<file path="config.mk">
export PLATFORM = sky130hd
export DESIGN_NAME = shsub_exec_unit
export DESIGN_NICKNAME = d
export VERILOG_FILES = /design/src/rtl/shsub_pkg.sv /design/src/rtl/shsub_shifter.sv /design/src/rtl/shsub_subtractor.sv /design/src/rtl/shsub_cond_reg.sv /design/src/rtl/shsub_exec_unit.sv
export SDC_FILE = /design/constraint.sdc
export NUM_CORES = 1
export LEC_CHECK = 0
export ABC_AREA = 1
export BUFFER_PORTS_ARGS = -buffer_cell sky130_fd_sc_hd__buf_2
export CORE_ASPECT_RATIO = 2
export CORE_MARGIN = 2
export CORE_UTILIZATION = 35
export CTS_CLUSTER_DIAMETER = 80
export CTS_CLUSTER_SIZE = 40
export DETAILED_ROUTE_END_ITERATION = 8
export PLACE_DENSITY = 0.59
export RECOVER_POWER = 25
export SLEW_MARGIN = 10
export SYNTH_ARGS = -nofsm -noshare
export SYNTH_HDL_FRONTEND = slang
export SYNTH_SLANG_ARGS = --single-unit
</file>
<file path="constraint.sdc">
create_clock -name clk -period 2.85 [get_ports clk]
set_input_delay 0.1425 -clock clk [delete_from_list [all_inputs] [get_ports clk]]
set_output_delay 0.1425 -clock clk [all_outputs]
set_load 0.005 [all_outputs]
</file>
<file path="src/rtl/shsub_pkg.sv">
package shsub_pkg;

    localparam int XLEN  = 32;
    localparam int IMM_W = 16;
    localparam int CNT_W = $clog2(XLEN);

    typedef enum logic [2:0] {
        OP_SHR_REG   = 3'd0,
        OP_SHR_IMM16 = 3'd1,
        OP_SHR_IMM5  = 3'd2,
        OP_SUB       = 3'd3,
        OP_SUB_OVF   = 3'd4,
        OP_SUB_BRW   = 3'd5,
        OP_RSV6      = 3'd6,
        OP_RSV7      = 3'd7
    } exec_op_e;

    typedef struct packed {
        logic [XLEN-1:0] diff;
        logic            ovf;
        logic            borrow;
    } sub_res_t;

    function automatic logic op_is_legal(exec_op_e op);
        return (op != OP_RSV6) && (op != OP_RSV7);
    endfunction

    function automatic logic op_is_shift(exec_op_e op);
        return (op == OP_SHR_REG) || (op == OP_SHR_IMM16) || (op == OP_SHR_IMM5);
    endfunction

    function automatic logic [2:0] op_length(exec_op_e op);
        return (op == OP_SHR_IMM16) ? 3'd4 : 3'd2;
    endfunction

    function automatic logic [CNT_W-1:0] imm_count(logic [IMM_W-1:0] imm);
        return imm[CNT_W-1:0];
    endfunction

endpackage

</file>
<file path="src/rtl/shsub_shifter.sv">
module shsub_shifter #(
    parameter int W     = 32,
    parameter int CNT_W = $clog2(W)
) (
    input  logic [W-1:0]     din,
    input  logic [CNT_W-1:0] cnt,
    output logic [W-1:0]     dout
);
    logic [W-1:0] stage [0:CNT_W];

    assign stage[0] = din;

    for (genvar i = 0; i < CNT_W; i++) begin : g_stage
        assign stage[i+1] = cnt[i] ? (stage[i] >> (2 ** i)) : stage[i];
    end

    assign dout = stage[CNT_W];
endmodule

</file>
<file path="src/rtl/shsub_subtractor.sv">
module shsub_subtractor
    import shsub_pkg::*;
(
    input  logic [XLEN-1:0] minuend,
    input  logic [XLEN-1:0] subtrahend,
    input  logic            borrow_in,
    output sub_res_t        res
);
    logic [XLEN:0] wide;

    always_comb begin
        wide       = {1'b0, minuend} - {1'b0, subtrahend} - {{XLEN{1'b0}}, borrow_in};
        res.diff   = wide[XLEN-1:0];
        res.borrow = wide[XLEN];
        res.ovf    = (minuend[XLEN-1] != subtrahend[XLEN-1]) &&
                     (wide[XLEN-1] != minuend[XLEN-1]);
    end
endmodule

</file>
<file path="src/rtl/shsub_cond_reg.sv">
module shsub_cond_reg (
    input  logic clk,
    input  logic rst,
    input  logic upd_en,
    input  logic upd_val,
    output logic q
);
    always_ff @(posedge clk) begin
        if (rst)
            q <= 1'b0;
        else if (upd_en)
            q <= upd_val;
    end
endmodule

</file>
<file path="src/rtl/shsub_exec_unit.sv">
module shsub_exec_unit
    import shsub_pkg::*;
(
    input  logic             clk,
    input  logic             rst,
    input  logic             op_valid,
    input  logic [2:0]       op_sel,
    input  logic [XLEN-1:0]  dst_val,
    input  logic [XLEN-1:0]  src_val,
    input  logic [IMM_W-1:0] imm16,
    input  logic [CNT_W-1:0] imm5,
    output logic [XLEN-1:0]  result,
    output logic             result_we,
    output logic             cond_out,
    output logic [2:0]       insn_bytes
);
    exec_op_e         op;
    logic [XLEN-1:0]  sh_in;
    logic [CNT_W-1:0] sh_cnt;
    logic [XLEN-1:0]  sh_out;
    logic             brw_in;
    sub_res_t         sub_out;
    logic             cond_upd;
    logic             cond_nxt;

    assign op = exec_op_e'(op_sel);

    always_comb begin
        sh_in  = dst_val;
        sh_cnt = src_val[CNT_W-1:0];
        unique case (op)
            OP_SHR_IMM16: begin
                sh_in  = src_val;
                sh_cnt = imm_count(imm16);
            end
            OP_SHR_IMM5: sh_cnt = imm5;
            default: ;
        endcase
    end

    shsub_shifter #(.W(XLEN), .CNT_W(CNT_W)) u_shift (
        .din  (sh_in),
        .cnt  (sh_cnt),
        .dout (sh_out)
    );

    assign brw_in = (op == OP_SUB_BRW) && cond_out;

    shsub_subtractor u_sub (
        .minuend    (dst_val),
        .subtrahend (src_val),
        .borrow_in  (brw_in),
        .res        (sub_out)
    );

    always_comb begin
        cond_upd = op_valid && ((op == OP_SUB_OVF) || (op == OP_SUB_BRW));
        cond_nxt = (op == OP_SUB_OVF) ? sub_out.ovf : sub_out.borrow;
    end

    shsub_cond_reg u_cond (
        .clk     (clk),
        .rst     (rst),
        .upd_en  (cond_upd),
        .upd_val (cond_nxt),
        .q       (cond_out)
    );

    assign result     = op_is_shift(op) ? sh_out : sub_out.diff;
    assign result_we  = op_valid && op_is_legal(op);
    assign insn_bytes = op_length(op);
endmodule

</file>
==> results.txt <==
- The number of failing hold endpoints at the final stage came to 0.
- The final count of pins violating max slew came to 0.
* WP data required: 2.71 ns
- In this run the most critical hold path is launched from rst.
* Setup violations, final: 11
- Clock skew on the completed layout was measured at 0 ns.
- In the routed design, unresolved DRC markers number 0.
- Vias per cell: ~5.4
* Share of cells above drive strength 1: about a fifth
- Setup slack on the critical path of the routed design comes to -0.191 ns.
* Summed instance area of the synthesized netlist: between 5000 and 6000 um^2
- For this block, the initial DRC count from the detailed router was around 530.
- Global route overflow: 0
- Based on the critical path, the design can be clocked at up to 329 MHz.
- Width of the die: between 80 and 90 um
* Layout Utilization: 45.2%
* Highest routing layer actually used: met4
- Worst-case vdd ir drop: about 0.14 mV
- Cells after Synth: about 1,000
- Summed over all cells, the static leakage comes to roughly 3.7 nW.
* Hold path cells: 3
* Power density cells: 314 nW/um^2
- The floorplan step defined a die boundary enclosing around 16,000 um^2.
* Tightest slew margin relative to the limit: a little over half
* Total placed instance area: 6130 um^2
- Antenna violation net count after detailed routing: 0
* Global-route wire length before repair: between 30,000 and 40,000 um
- The number of different library cells used by synthesis comes to 39.
* Path depth of the worst reg2reg path: 21
* Clock transition time at the flip-flop clock pins of the worst setup and hold paths: 0 ns
- Worst hold slack: ~0.40 ns
- Count of flip-flops with a built-in enable after synthesis: 0
* Startpoint types: flip-flop
* Post-synthesis net count: between 1,000 and 1,500
* CP startpoint: u_cond.q
* Largest registers ranked by flip-flop count: u_cond.q: 1 flops
* Fillcell total: 1,663
- In this run, synthesis produced a sequential element count of 1.
- u_cond.q holds more flip-flops than any other register.
- Min cycle time layout: around 3 ns
* Clock latency at the later pin of the worst-skew pair: 0 ns
* Maxcap violations: 0
- From synthesis to final layout, the design area changed by 26.3%.
- Adding up every negative setup slack in the final design gives -1.33 ns.
- The multi-input combinational cells in the finished layout cover a total of 4520 um^2.
- Flip-flop count of the largest register after layout: 1
* Result of the run: finished with violations
- Biggest area consumer among synthesized cells: sky130_fd_sc_hd__nand3_1
- The most used flip-flop cell after synthesis is sky130_fd_sc_hd__dfxtp_1.
* Die Ht: 175 um
- Crit path DAT: around 2.9 ns
- Final Cycle Share: 107%
- Wirelength, routed: 23,100 um
* Synthesized area divided by synthesized cell count: 5.00 um^2
- Leaving out fill and tap cells, the most frequent cells in the layout are 279 x sky130_fd_sc_hd__nand2_1, 242 x sky130_fd_sc_hd__nand3_1, 161 x sky130_fd_sc_hd__inv_1.
- The region available for standard cell placement spans about 14,000 um^2.
- Post-DP HPWL: about 20,000 um
- The checks that failed: negative setup slack.
- Final std cell area, no fill: 6490 um^2
- Most common cell after layout, fill and taps aside: sky130_fd_sc_hd__nand2_1
- Global routing used ~29% of the available tracks across all layers.
- Share of synthesized registers carrying an async set or reset: 0%
- The initial antenna violation count was 0.
- Wire segments on met2 add up to 11,800 um in the final route.
- Fraction of post-synthesis cell area in the top cell type by area: about a quarter
- between 100 and 150 I/O pins were placed.
* Routability cong.: 0.986
- Vias in the first global route: just under 7,000
- After detailed routing, the met3 layer carries 1210 um of wire.
- The detailed router placed approximately 7,400 vias in this run.
- Number of hold buffers added after CTS: 0
* Post-DR wirelength/cell: roughly 17 um
* Area contributors post-synth: sky130_fd_sc_hd__nand3_1 24%, sky130_fd_sc_hd__nand2_1 22%, sky130_fd_sc_hd__ha_1 15%, sky130_fd_sc_hd__inv_1 12%, sky130_fd_sc_hd__a21oi_1 4.5%
- Initial standard-cell utilization of the core: 35.8%
- For this run, the register share of the synthesized area comes to less than 1%.
- Reg area: 21.3 um^2
* Synthesis Warnings: 0
* CP Max Fanout: 3
* M1 wire length: between 7000 and 8000 um
- Reg-to-reg startpoint: u_cond.q
* Antenna diodes: 0
* Number of rows in the core area: 62
- The first detailed-routing pass took 6 iterations.
* Endpoint type of the worst setup path: output port
- The worst hold path belongs to the class input pin to flip-flop.
- Maximum number of pins on one net before global-route repair: 32
- Unrepaired setup endpoints after global routing: yes
- The worst setup path is of the flip-flop to output port kind.
- Final-stage net count: between 1,000 and 1,500
- At the pin with the least slew margin, the transition time is about 0.7 ns.
* Number of I/O port buffers: 115
cell families (layout without fill, tap and decap cells):
kind of cell / count (synthesis) / count (layout) / share of synthesized area (%)
AO/OA/AOI/OAI: 113 / 113 / 12.1
other: 1 / 1 / 0.0730
adder cells (fa/ha/maj): 64 / 64 / 15.9
flip-flops: 1 / 1 / 0.389
XOR/XNOR: 7 / 7 / 1.19
buffers and inverters: 212 / 347 / 16.6
AND/OR/NAND/NOR: 630 / 630 / 53.7
per-stage QoR:
stage	setup WS, ns	cells	total power [W]
floorplan	0.0395	1028	0.00116
global placement	-0.277	1343	0.00183
detailed placement	-0.322	1343	0.00183
CTS	-0.263	1350	0.00192
global route	-0.352	1355	0.00223
finish	-0.191	1355	0.00204
report_power, final:
group | internal, W | leakage, nW | switching [W]
Sequential | 0.0000152 | 0.00860 | 0.000000467
Clock | 0 | 0 | 0
Combinational | 0.000764 | 3.72 | 0.00126
worst max-delay path: stages, from the launching register on:
cell and delay [ns]:
sky130_fd_sc_hd__dfxtp_2 0.31, sky130_fd_sc_hd__nand4_1 0.19, sky130_fd_sc_hd__fa_1 0.51, sky130_fd_sc_hd__inv_1 0.07, sky130_fd_sc_hd__ha_2 0.16, sky130_fd_sc_hd__inv_2 0.03, sky130_fd_sc_hd__nand2_2 0.06, sky130_fd_sc_hd__inv_2 0.04
sky130_fd_sc_hd__fa_2 0.35, sky130_fd_sc_hd__nand2_2 0.08, sky130_fd_sc_hd__nand2_2 0.06, sky130_fd_sc_hd__nand2_4 0.07, sky130_fd_sc_hd__nand2_2 0.05, sky130_fd_sc_hd__nand2_2 0.08, sky130_fd_sc_hd__nand2_2 0.06, sky130_fd_sc_hd__nand2_4 0.08
sky130_fd_sc_hd__inv_2 0.03, sky130_fd_sc_hd__o21bai_1 0.12, sky130_fd_sc_hd__buf_4 0.15, sky130_fd_sc_hd__nand2_2 0.05, sky130_fd_sc_hd__nand2_1 0.06, sky130_fd_sc_hd__nand2_1 0.04, sky130_fd_sc_hd__nand3_1 0.07, sky130_fd_sc_hd__nand2_1 0.05
sky130_fd_sc_hd__buf_2 0.12
final timing paths:
check | to | slack, ns
setup / recovery | result[28] | -0.19
setup reg to reg | u_cond.q | 0.03
hold / removal | u_cond.q | 0.40
hold reg to reg | u_cond.q | 0.62
metal layers:
metal / vias up / GRT usage (%)
met5: - / 0
met4: 0 / 20.2
met1: 3297 / 30.1
li1: 3630 / -
met3: 89 / 1.08
met2: 344 / 51.9
layout make-up:
class | count | share of cell area, %
multi-input cells | 815 | 69.6
repair buffers | 174 | 16.4
inverters | 173 | 10.0
well taps | 192 | 3.70
flip-flops and latches | 1 | 0.328
cells in the mapped netlist, types with 3 or more instances:
| cell type | instances |
|---|---|
| sky130_fd_sc_hd__o21ai_0 | 38 |
| sky130_fd_sc_hd__ha_1 | 62 |
| sky130_fd_sc_hd__nand4_1 | 10 |
| sky130_fd_sc_hd__nand2_1 | 304 |
| sky130_fd_sc_hd__clkbuf_1 | 12 |
| sky130_fd_sc_hd__buf_2 | 16 |
| sky130_fd_sc_hd__nor2_2 | 3 |
| sky130_fd_sc_hd__a21oi_1 | 46 |
| sky130_fd_sc_hd__inv_1 | 165 |
| sky130_fd_sc_hd__nand3_1 | 248 |
| sky130_fd_sc_hd__o21bai_1 | 9 |
| sky130_fd_sc_hd__buf_4 | 6 |
| sky130_fd_sc_hd__buf_1 | 3 |
| sky130_fd_sc_hd__xor2_1 | 3 |
| sky130_fd_sc_hd__xnor2_1 | 4 |
| sky130_fd_sc_hd__nor2_1 | 49 |
| sky130_fd_sc_hd__o21ai_1 | 8 |
| sky130_fd_sc_hd__nor3_1 | 6 |
| sky130_fd_sc_hd__inv_2 | 8 |
timing repair:
item,in CTS,in global routing
resized for setup,45,35
setup buffers,8,5
endpoints found under the setup margin,24,25
pin swaps,23,21
Note: power is estimated with default switching activity, not from simulation.
